**src/rtl/sgi_dispatch_pkg.sv**
```systemverilog
package sgi_dispatch_pkg;
  localparam int FILT_LSB = 24;
  localparam int LIST_LSB = 16;
  localparam int LIST_W   = 8;
  localparam int VEC_LSB  = 0;

  typedef enum logic [1:0] {
    FILT_LIST   = 2'd0,
    FILT_OTHERS = 2'd1,
    FILT_SELF   = 2'd2,
    FILT_BAD    = 2'd3
  } filterE;

  typedef struct packed {
    logic capture;
    logic flagErr;
  } ctrlStrobeS;
endpackage

```
**src/rtl/sgi_datapath.sv**
```systemverilog
module sgi_datapath
  import sgi_dispatch_pkg::*;
#(
  parameter int NUM_CPUS = 8,
  parameter int NUM_VEC  = 16,
  localparam int VEC_W   = $clog2(NUM_VEC),
  localparam int CPU_W   = $clog2(NUM_CPUS)
) (
  input  logic                        clk,
  input  logic                        rstN,
  input  logic [CPU_W-1:0]            wrCpu,
  input  logic [31:0]                 wrData,
  input  logic [NUM_CPUS*NUM_VEC-1:0] cpuEnable,
  input  ctrlStrobeS                  strobes,
  output filterE                      filter,
  output logic                        maskNonZero,
  output logic [VEC_W-1:0]            reqVector,
  output logic [NUM_CPUS-1:0]         reqMask
);
  logic [VEC_W-1:0]    vecField;
  logic [LIST_W-1:0]   listField;
  logic [NUM_CPUS-1:0] writerHot;
  logic [NUM_CPUS-1:0] rawMask;
  logic [NUM_CPUS-1:0] enBit;
  logic [NUM_CPUS-1:0] finalMask;

  assign vecField  = wrData[VEC_LSB +: VEC_W];
  assign listField = wrData[LIST_LSB +: LIST_W];
  assign filter    = filterE'(wrData[FILT_LSB +: 2]);
  assign writerHot = NUM_CPUS'(1) << wrCpu;

  always_comb begin
    case (filter)
      FILT_LIST:   rawMask = listField[NUM_CPUS-1:0];
      FILT_OTHERS: rawMask = ~writerHot;
      FILT_SELF:   rawMask = writerHot;
      default:     rawMask = '0;
    endcase
  end

  for (genvar c = 0; c < NUM_CPUS; c++) begin : g_cpu
    logic [NUM_VEC-1:0] enSlice;
    assign enSlice  = cpuEnable[c*NUM_VEC +: NUM_VEC];
    assign enBit[c] = enSlice[vecField];

    // a CPU left in the issued mask had the vector enabled at the write
    a_r6_enable_gate: assert property (@(posedge clk) disable iff (!rstN)
      $past(strobes.capture) |-> (!reqMask[c] || $past(enBit[c])));
  end

  assign finalMask   = rawMask & enBit;
  assign maskNonZero = |finalMask;

  always_ff @(posedge clk) begin
    if (!rstN) begin
      reqVector <= '0;
      reqMask   <= '0;
    end else if (strobes.capture) begin
      reqVector <= vecField;
      reqMask   <= finalMask;
    end
  end

  // self filter yields exactly the writer's bit
  a_r4_self_only: assert property (@(posedge clk) disable iff (!rstN)
    ($past(strobes.capture) && $past(filter) == FILT_SELF) |-> reqMask == $past(writerHot));

  // others filter never includes the writer
  a_r3_not_writer: assert property (@(posedge clk) disable iff (!rstN)
    ($past(strobes.capture) && $past(filter) == FILT_OTHERS) |-> (reqMask & $past(writerHot)) == '0);

  // held values stay put without a capture
  a_r10_hold: assert property (@(posedge clk) disable iff (!rstN)
    (!strobes.capture && rstN) |=> ($stable(reqMask) && $stable(reqVector)));
endmodule

```
**src/rtl/sgi_control.sv**
```systemverilog
module sgi_control
  import sgi_dispatch_pkg::*;
(
  input  logic       clk,
  input  logic       rstN,
  input  logic       wrValid,
  input  filterE     filter,
  input  logic       maskNonZero,
  output ctrlStrobeS strobes,
  output logic       reqValid,
  output logic       errValid
);
  always_comb begin
    strobes.capture = wrValid && (filter != FILT_BAD) && maskNonZero;
    strobes.flagErr = wrValid && (filter == FILT_BAD);
  end

  always_ff @(posedge clk) begin
    if (!rstN) begin
      reqValid <= 1'b0;
      errValid <= 1'b0;
    end else begin
      reqValid <= strobes.capture;
      errValid <= strobes.flagErr;
    end
  end

  // every strobe comes from a write one cycle earlier
  a_r8_req_after_write: assert property (@(posedge clk) disable iff (!rstN)
    reqValid |-> $past(wrValid));

  // error and request never coincide
  a_r5_err_excl: assert property (@(posedge clk) disable iff (!rstN)
    errValid |-> !reqValid);

  // error only for the unsupported code
  a_r5_err_code: assert property (@(posedge clk) disable iff (!rstN)
    errValid |-> ($past(wrValid) && $past(filter) == FILT_BAD));
endmodule

```
**src/rtl/sgi_dispatch.sv**
```systemverilog
module sgi_dispatch
  import sgi_dispatch_pkg::*;
#(
  parameter int NUM_CPUS = 8,
  parameter int NUM_VEC  = 16,
  localparam int VEC_W   = $clog2(NUM_VEC),
  localparam int CPU_W   = $clog2(NUM_CPUS)
) (
  input  logic                        clk,
  input  logic                        rstN,
  input  logic                        wrValid,
  input  logic [CPU_W-1:0]            wrCpu,
  input  logic [31:0]                 wrData,
  input  logic [NUM_CPUS*NUM_VEC-1:0] cpuEnable,
  output logic                        reqValid,
  output logic [VEC_W-1:0]            reqVector,
  output logic [NUM_CPUS-1:0]         reqMask,
  output logic                        errValid
);
  ctrlStrobeS strobes;
  filterE     filter;
  logic       maskNonZero;

  sgi_datapath #(.NUM_CPUS(NUM_CPUS), .NUM_VEC(NUM_VEC)) dp_i (
    .clk(clk), .rstN(rstN), .wrCpu(wrCpu), .wrData(wrData),
    .cpuEnable(cpuEnable), .strobes(strobes), .filter(filter),
    .maskNonZero(maskNonZero), .reqVector(reqVector), .reqMask(reqMask)
  );

  sgi_control ctl_i (
    .clk(clk), .rstN(rstN), .wrValid(wrValid), .filter(filter),
    .maskNonZero(maskNonZero), .strobes(strobes),
    .reqValid(reqValid), .errValid(errValid)
  );

  // an issued request always names at least one CPU
  a_r7_nonzero_mask: assert property (@(posedge clk) disable iff (!rstN)
    reqValid |-> reqMask != '0);
endmodule

```
**config.mk**
```make
export PLATFORM = sky130hd
export DESIGN_NAME = sgi_dispatch
export DESIGN_NICKNAME = d
export VERILOG_FILES = /design/src/rtl/sgi_dispatch_pkg.sv /design/src/rtl/sgi_datapath.sv /design/src/rtl/sgi_control.sv /design/src/rtl/sgi_dispatch.sv
export SDC_FILE = /design/constraint.sdc
export NUM_CORES = 1
export LEC_CHECK = 0
export ABC_CLOCK_PERIOD_IN_PS = 4300
export CORE_AREA = 2 2 70 72
export DETAILED_ROUTE_END_ITERATION = 12
export DIE_AREA = 0 0 72 74
export DONT_BUFFER_PORTS = 1
export HOLD_SLACK_MARGIN = 0.02
export PLACE_DENSITY = 0.55
export SYNTH_ARGS = -nofsm -noshare
export SYNTH_HDL_FRONTEND = slang
export SYNTH_SLANG_ARGS = --single-unit
```
**constraint.sdc**
```tcl
create_clock -name clk -period 4.3 [get_ports clk]
set_input_delay 0.86 -clock clk [delete_from_list [all_inputs] [get_ports clk]]
set_output_delay 0.86 -clock clk [all_outputs]
set_load 0.01 [all_outputs]
```
[Word-level counts from Yosys, hierarchy flattened]
Cells that the tools add are included.
Storage, ports and cells
  bits in registers: 14
  latch bits: 0
  RAM bits: 0
  bits in read-only memories: 0
  input port bits: 166
  output and inout bits: 14
  memories: 0
Operators by class
  add/subtract/negate cells: 0
  $mul: 0
  div/mod/pow operators: 0
  magnitude comparators: 1
  equal/unequal tests: 4
  shifts and indexed selects: 1
  multiplexer cells: 17
  bitwise logic cells: 2
  reduce and logical (&&, ||, !) cells: 5
Operators by type and width (count)
  binary-select mux 1 bit (select 4 bit): 8
  one-hot mux 8 bit (3 select lines): 1
  bitwise AND 8 bit: 1
  2-to-1 mux 1 bit: 8
  NOT 8 bit: 1
  OR reduction 8 bit: 1
  << shifter 1 x 3 -> 8 bit, first input constant: 1
  < comparator 4 x 5 -> 1 bit, second input constant: 1
  equality test 2 bit, second input constant: 2
  logical AND 1 bit: 3
  equality test 2 x 1 -> 1 bit, second input constant: 1
  logical NOT 2 bit: 1
  != test 2 bit, second input constant: 1

[Logic depth before layout (Yosys ltp)]
Gate-level depths: netlist of the first run.
  depth after elaboration: 6
  depth in mapped cells: 10

[Cells and area by module]
A second synthesis of the first run with hierarchy kept.
Unflattened totals
  cells, all modules: 199
  area, all modules: 2020.7 um^2
Modules (own cells, without submodules)
  sgi_datapath: instances 1, cells each 192, area each 1944.4 um^2, seq. area each 240.2 um^2
  sgi_control: instances 1, cells each 7, area each 76.3 um^2, seq. area each 40.0 um^2

[Worst setup path before layout of the first run]
OpenSTA, ideal clock, no wires.
  path type: input to register
  start point: input port wrData[0]
  end point: register ctl_i.reqValid
  arrival time: 2.498 ns
  required time: 4.185 ns
  path slack: 1.687 ns
  cell stages on the path: 7
  buffers on the path: 1
  path through: buf_6 -> mux4_2 -> o21ai_1 -> a21oi_1 -> nor4_4 -> a21oi_4 -> and2_1
On the way
  longest elaborated chain between the ends: 5
  elaborated cells on any way between the ends: 19
  those cells by class: mux (16); bitwise (1); reduce/logical (2)
RTL lines
  start: declaration: RTL line sgi_dispatch.sv:13  | input logic [31:0] wrData,
  binary-select mux 1 bit (select 4 bit): RTL line sgi_datapath.sv:44  | assign enBit[c] = enSlice[vecField];
  2-to-1 mux 1 bit (implied by the code): RTL line sgi_datapath.sv:44
  bitwise AND 8 bit *: RTL line sgi_datapath.sv:51  | assign finalMask = rawMask & enBit;
  OR reduction 8 bit *: RTL line sgi_datapath.sv:52  | assign maskNonZero = |finalMask;
  logical AND 1 bit *: RTL line sgi_control.sv:14  | strobes.capture = wrValid && (filter != FILT_BAD) && maskNonZero;
  end signal: assignment: RTL line sgi_control.sv:23  | reqValid <= strobes.capture;
  end: declaration: RTL line sgi_control.sv:10  | output logic reqValid,
Every way passes the cells marked *; elsewhere a longest branch is shown, timed or not. The select of a mux whose other input is x is not followed.
A chain may end at the register's enable or synchronous reset.

[Worst setup path in the final report of the first run]
  start point: input port wrData[1]
  end point: register ctl_i.reqValid
Same word-level chain as after synthesis.

==> run summary, run 1 <==
ANT cells: 0
GR Overflow Total: 0
Gates resized, CTS repair: 0
dpl ws: 1.19 ns
Syn. warnings: 0
Seq/Total Area, Yosys: 14.5%
WL/cell: 20.9 um
# setup viols final: 0
Hold Vio Cnt, Final: 0
Fin Hold WS: 0.507 ns
die height: 74 um
pwr/cell area: 218 mW/mm^2
TNS Setup: 0 ns
Synth Area per Inst: 8.90 um^2
starting density of the core: 42.2%
Post-Syn Instances: 218
clock tree from TritonCTS: yes
FP Rows: 25
H-tree levels: 1
synth unique cells: 30
vias in the first global route: 1644
relative max-transition margin: 41.4%
Max Clk Rate: 349 MHz
Port Buffers: 0
Post-CTS Setup Inserts: 0
initial antenna violation count: 0
crit path time final: 2.87 ns
CP endpoint kind: register
Hold Buf Count CTS: 0
maximum VDD drop: 0.227 mV
Crit Path Category: primary input to register
number of max-cap violations: 0
critical path launch point type: primary input
status: finished clean
remaining antenna violation count: 0
Layout Nets: 373
CTS Buffer Depth: 2
largest net degree at the start of global routing: 62
CP arrival: 3.01 ns
worst-margin pin slew: 0.876 ns
first-pass GRT wire length: 7.58 mm
# IOs: 180
Final WS setup: 1.43 ns
die area: 0.00533 mm^2
Final period util: 66.7%
Post-Syn Area: 0.00194 mm^2
Max Slew Vio Count: 0
#FFs+latches synth: 14
CTS root buf: clkbuf_8
clk_lat worst skew: 0.24 ns
final WL: 5.44 mm
CP Data Required Time: 4.44 ns
cts bufs inserted: 3
DP HPWL: 4.54 mm
DIE WIDTH: 72 um
Total Routing Usage GR: 18.3%
top cells by area, synth: mux2i_1, dfxtp_1, a22oi_1, mux4_2, nand3_1
DR vias: 1690
core area: 0.00460 mm^2
Area after DPL: 0.00186 mm^2
area of the multi-input gates: 0.00149 mm^2
drt via density: 6.50
Final Wtd Congestion: 0.746
layout cells sized above 1: 6.80%
post-synth top area cell: mux2i_1
RSZ-0062 raised after global routing: no
leak pwr: 0.776 nW
area grow syn2layout: -1.29%
Fill cells: 484
Syn Nets: 384
CTS clk-pin slew, worst paths: 0.06 ns
FF+latch area: 280 um^2
drt pass-1 iters: 4
CP Max Fanout: 12
initial drt markers: 56
Design Area, Final: 0.00191 mm^2
clk sinks: 14
# DRC: 0
Layout Skew: 0 ns
Hold WC Path Type: register to register
top-area cell type share of the netlist area: 36.1%
## layer usage
metal / GRT usage [%] / share of wire, %
met2: 37.4 / 53
met3: 5.28 / 8.8
met1: 19.3 / 38
met5: 0 / 0
met4: 1.26 / 0
## per-stage QoR
stage / util [%] / power (mW) / instances
after global routing: 41.6 / 0.443 / 260
after global placement: 40.4 / 0.296 / 256
after floorplan: - / 0.298 / 218
after CTS: 41.6 / 0.424 / 260
final: 41.6 / 0.418 / 260
after detailed placement: 40.4 / 0.297 / 256
## cells by family after synthesis
group,after synthesis,share of synthesized area [%]
compound gates,63,22.1
buf+inv,20,8.77
flops,14,14.5
mux,74,40.8
simple gates,47,13.9
## where the power goes
group	internal, mW	leakage (nW)	switching (mW)
logic	0.0719	0.633	0.0702
registers	0.138	0.114	0.0104
clock network	0.0811	0.0288	0.0462
## cells in the mapped netlist (all sizes together)
cell type,number
mux4,4
nand3b,4
and2,2
or2b,1
nand2b,1
nor3,1
nor2b,2
a21oi,17
mux2i,70
nor2,2
nor3b,1
inv,2
nor4,2
buf,18
a22oi,24
a221oi,4
nand3,16
o221ai,6
nand2,14
dfxtp,14
or2,1
o21ai,12
## area by class of cell
class	count	area share [%]
inverter	2	0.392
timing repair buffer	2	0.784
tap	54	3.53
multi-input combinational	184	77.8
sequential	14	14.6
clock buffer	4	2.88
## layout by cell type, fill, tap and decap left out, drive strengths merged, types with 4 or more instances in the layout
| cell type | synthesis | final |
|---|---|---|
| o21ai | 12 | 12 |
| nand3b | 4 | 4 |
| mux2i | 70 | 70 |
| nand2 | 14 | 14 |
| clkbuf | 0 | 4 |
| mux4 | 4 | 4 |
| nand3 | 16 | 16 |
| a21oi | 17 | 17 |
| o221ai | 6 | 6 |
| dfxtp | 14 | 14 |
| a221oi | 4 | 4 |
| a22oi | 24 | 24 |
## worst max-delay path: stages
cell     delay (ns)
nor2_1         0.66
a22oi_1        0.20
nand3_1        0.15
a21oi_1        0.15
nor4_4         0.61
a21oi_4        0.17
and2_1         0.20
## sequential cells by signal (all words and copies together) (netlist names)
name / cells
dp_i.reqVector: 4
ctl_i.reqValid: 1
ctl_i.errValid: 1
dp_i.reqMask: 8
## path summary, 6_finish.rpt
check / from / end / slack, ns / depth (start not counted)
setup reg to reg: dp_i.reqMask[0]$_SDFFE_PN0P_ / dp_i.reqMask[0]$_SDFFE_PN0P_ / 3.56 / 2
hold / removal: dp_i.reqVector[1]$_SDFFE_PN0P_ / dp_i.reqVector[1]$_SDFFE_PN0P_ / 0.51 / 2
setup / recovery: wrData[1] / ctl_i.reqValid$_SDFF_PN0_ / 1.43 / 7
hold reg to reg: dp_i.reqVector[1]$_SDFFE_PN0P_ / dp_i.reqVector[1]$_SDFFE_PN0P_ / 0.51 / 2
Power figures use the tool's default switching activity.
==> run 2, diff against run 1 <==
Settings changed: ABC_CLOCK_PERIOD_IN_PS 4300 to 3000.
Clock period 4.3 ns to 3 ns, I/O delays scaled along.
==> run 2 against run 1 <==
- die area did not move
- via count fell by 0.59%
- critical path depth did not move
- total power rose by 45%
- non-clock buffer count rose by 3
- routed wire length fell by 1.2%
- final area rose by 1.2%
- core utilization rose by 0.49 points
- global-route usage rose by 0.14 points
- clock power rose by 42%
- sequential power rose by 43%
- critical endpoint is now dp_i.reqVector[1]$_SDFFE_PN0P_
==> run summary, run 2 (synthesized netlist as in run 1, its figures left out) <==
status: finished clean
DR vias: 1680
maximum VDD drop: 0.189 mV
TNS Setup: 0 ns
fin cells: 263
# setup viols final: 0
drt pass-1 iters: 4
ANT cells: 0
RSZ-0062 raised after global routing: no
WL/cell: 20.4 um
critical path launch point type: primary input
Hold Vio Cnt, Final: 0
vias in the first global route: 1662
DP HPWL: 4.53 mm
drt via density: 6.39
CP endpoint kind: register
Top reg by flops: dp_i.reqMask
CTS Buffer Depth: 2
core area: 0.00460 mm^2
commonest cells after routing, fill and taps aside: mux2i_1, a22oi_1, nand3_1
placed insts: 259
Final Wtd Congestion: 0.738
die area: 0.00533 mm^2
final WL: 5.37 mm
CP Data Required Time: 3.17 ns
Fin Hold WS: 0.473 ns
CTS clk-pin slew, worst paths: 0.05 ns
Max Slew Vio Count: 0
number of max-cap violations: 0
Port Buffers: 0
crit path time final: 2.15 ns
Gates resized, CTS repair: 0
Total Routing Usage GR: 18.5%
clk_lat worst skew: 0.24 ns
leading cell type in the layout, fill and taps excluded: mux2i_1
# DRC: 0
cts bufs inserted: 3
area grow syn2layout: -0.129%
CP Max Fanout: 16
DIE WIDTH: 72 um
layout cells sized above 1: 8.13%
Hold Buf Count CTS: 0
GR Overflow Total: 0
H-tree levels: 1
initial drt markers: 57
clk sinks: 14
remaining antenna violation count: 0
relative max-transition margin: 61.1%
Post-CTS Setup Inserts: 0
CP arrival: 2.32 ns
largest net degree at the start of global routing: 62
# IOs: 180
largest registers: dp_i.reqMask x8, dp_i.reqVector x4
initial antenna violation count: 0
Layout Skew: 0 ns
Final period util: 71.5%
pwr/cell area: 312 mW/mm^2
max reg flops: 8
die height: 74 um
FP Rows: 25
worst-margin pin slew: 0.584 ns
Hold WC Path Type: primary input to register
first-pass GRT wire length: 7.73 mm
CTS root buf: clkbuf_8
Crit Path Category: primary input to register
Max Clk Rate: 466 MHz
leak pwr: 0.791 nW
Layout Nets: 376
starting density of the core: 42.2%
clock tree from TritonCTS: yes
==> run 2: cell types whose count changed in the layout (fill, tap and decap cells not counted) <==
cell,delta
buf_4,+3
==> run 2: worst paths after layout <==
check                           cells after the start  slack (ns)                        endpoint                            from
worst max-delay path                                7        0.85  dp_i.reqVector[1]$_SDFFE_PN0P_                       wrData[3]
worst max register to register                      2        2.28    dp_i.reqMask[0]$_SDFFE_PN0P_    dp_i.reqMask[0]$_SDFFE_PN0P_
worst min register to register                      2        0.50  dp_i.reqVector[0]$_SDFFE_PN0P_  dp_i.reqVector[0]$_SDFFE_PN0P_
worst min-delay path                                2        0.47       ctl_i.errValid$_SDFF_PN0_                         wrValid
==> run 2: metal layers <==
| layer | vias up | track usage, % | wire length [um] |
|---|---|---|---|
| li1 | 836 | - | - |
| met1 | 753 | 20.0 | 1980 |
| met2 | 91 | 37.0 | 2860 |
| met3 | 0 | 5.28 | 534 |
| met4 | 0 | 1.26 | 0 |
| met5 | - | 0 | 0 |
==> run 2: area by class of cell <==
cell class | instances | area, um^2
Fill cell | 479 | 2660
Multi-Input combinational cell | 184 | 1490
Sequential cell | 14 | 280
Tap cell | 54 | 67.6
Clock buffer | 4 | 55.1
Timing Repair Buffer | 5 | 37.5
Inverter | 2 | 7.51
==> run 2: power breakdown <==
group          total, mW  switching, mW  internal [mW]
Clock              0.180         0.0644          0.116
Sequential         0.213         0.0149          0.198
Combinational      0.211          0.101          0.110
Total              0.605          0.181          0.424
==> run 2: through the flow <==
stage | util [%] | setup WS, ns | power [mW] | cell area [um^2]
final | 42.1 | 0.854 | 0.605 | 1940
after global routing | 42.1 | 0.576 | 0.645 | 1940
after CTS | 42.1 | 0.782 | 0.615 | 1940
after detailed placement | 40.9 | 0.517 | 0.433 | 1880
after global placement | 40.9 | 0.556 | 0.431 | 1880
after floorplan | - | 0.647 | 0.427 | 1940
==> run 2: worst max-delay path, stage by stage <==
cell and delay (ns):
and2_1 0.32, a221oi_1 0.39, o21ai_1 0.13, a21oi_1 0.32, nor4_4 0.11, a21oi_4 0.24, mux2i_1 0.20
==> run 3, diff against run 2 <==
Settings changed: ABC_CLOCK_PERIOD_IN_PS 3000 to 2100.
Clock period 3 ns to 2.1 ns, I/O delays scaled along.
==> run 3 against run 2 <==
- global-route usage up 1.2 points
- sequential share of layout area decreased by 0.59 points
- first-iteration DRC count increased by 35%
- routed wire length rose by 3.1%
- sequential cell count stayed put
- setup slack worse by 0.69 ns
- register-to-register slack got worse by 0.91 ns
- core utilization up 1.8 points
- total power rose by 48%
- clock power is 44% higher
- die area is the same
- critical path type unchanged
- highest routed layer unchanged
==> run summary, run 3 (synthesized netlist as in run 1, its figures left out) <==
# DRC: 0
CTS Buffer Depth: 2
clk_lat worst skew: 0.24 ns
core area: 0.00460 mm^2
final WL: 5.54 mm
CTS root buf: clkbuf_8
fin cells: 272
max reg flops: 8
# setup viols final: 0
DIE WIDTH: 72 um
Clock power frac: 29.0%
CP arrival: 2.11 ns
area of the multi-input gates: 0.00150 mm^2
status: finished clean
Max Clk Rate: 517 MHz
ANT cells: 0
WL/cell: 20.4 um
Layout Skew: 0 ns
leak pwr: 0.839 nW
clk sinks: 14
vias in the first global route: 1703
Comb power frac: 36.9%
CTS clk-pin slew, worst paths: 0.05 ns
drt pass-1 iters: 4
dpl ws: -0.0921 ns
area grow syn2layout: 4.13%
Total Routing Usage GR: 19.7%
GR Overflow Total: 0
Top reg by flops: dp_i.reqMask
drt via density: 6.43
pwr/cell area: 443 mW/mm^2
CP Data Required Time: 2.28 ns
layout cells sized above 1: 13.8%
Port Buffers: 0
Pint: 0.624 mW
Layout Nets: 385
DR vias: 1749
Hold Buf Count CTS: 0
critical path launch point type: primary input
Hold Startpoint: wrValid
initial antenna violation count: 0
die area: 0.00533 mm^2
FP Rows: 25
Switching Power: 0.269 mW
FF+latch area: 280 um^2
Hold Vio Cnt, Final: 0
cts bufs inserted: 3
remaining antenna violation count: 0
Final WS setup: 0.167 ns
Fill cells: 478
clock tree from TritonCTS: yes
Gates resized, CTS repair: 0
maximum VDD drop: 0.344 mV
crit path from: wrData[0]
commonest cells after routing, fill and taps aside: mux2i_1, a22oi_1, nand3_1
first-pass GRT wire length: 8.20 mm
relative max-transition margin: 64.2%
leading cell type in the layout, fill and taps excluded: mux2i_1
CP endpoint kind: register
DP HPWL: 4.61 mm
sequential power share: 34.1%
# IOs: 180
Max Slew Vio Count: 0
Final Wtd Congestion: 0.741
Post-CTS Setup Inserts: 0
Switching Share: 30.1%
Final period util: 92.1%
RSZ-0062 raised after global routing: no
Hold WC Path Type: primary input to register
crit path time final: 1.93 ns
reg2reg setup slack: 1.37 ns
initial drt markers: 77
Pwr Total: 0.894 mW
Crit Path Category: primary input to register
starting density of the core: 42.2%
largest net degree at the start of global routing: 62
die height: 74 um
worst-margin pin slew: 0.536 ns
H-tree levels: 1
CP Max Fanout: 61
largest registers: dp_i.reqMask x8, dp_i.reqVector x4
placed insts: 268
Fin Hold WS: 0.285 ns
reg2reg start: dp_i.reqMask[2]$_SDFFE_PN0P_
number of max-cap violations: 0
==> run 3: power groups by stage <==
| stage | logic [mW] | clock network, mW | registers (mW) |
|---|---|---|---|
| floorplan | 0.310 | 0 | 0.307 |
| global placement | 0.331 | 0 | 0.311 |
| detailed placement | 0.334 | 0 | 0.311 |
| CTS | 0.334 | 0.265 | 0.305 |
| global route | 0.364 | 0.278 | 0.307 |
| finish | 0.330 | 0.259 | 0.305 |
==> run 3: through the flow <==
stage / area, um^2 / utilization [%] / setup TNS [ns]
after global routing: 2020 / 43.9 / 0
after floorplan: 1970 / - / -0.0626
after CTS: 2020 / 43.9 / 0
after global placement: 1960 / 42.7 / -0.709
final: 2020 / 43.9 / 0
after detailed placement: 1960 / 42.7 / -0.846
==> run 3: per-layer routing <==
layer,global-route usage (%),share of wire (%),up-vias
met5,0,0,-
met1,22.3,39,788
met3,6.64,10,0
met2,38.0,51,101
li1,-,-,860
met4,0.629,0,0
==> run 3: area by class of cell <==
type                            instances  share of cell area, %
Tap cell                               54                   3.35
Multi-Input combinational cell        184                   74.5
Clock buffer                            4                   2.73
Timing Repair Buffer                   14                   5.20
Inverter                                2                  0.372
Sequential cell                        14                   13.9
==> run 3: worst paths after layout <==
kind / end / cells past startpoint
setup / recovery: dp_i.reqMask[1]$_SDFFE_PN0P_ / 8
hold reg to reg: dp_i.reqVector[3]$_SDFFE_PN0P_ / 2
hold / removal: ctl_i.errValid$_SDFF_PN0_ / 2
setup reg to reg: dp_i.reqMask[2]$_SDFFE_PN0P_ / 2
==> run 3: critical path, cell delays in order <==
cell and delay [ns]:
mux4_2 0.46, o21ai_0 0.24, a21oi_1 0.11, buf_4 0.16, nor4_4 0.28, buf_4 0.23
nand3_1 0.09, a21oi_1 0.13
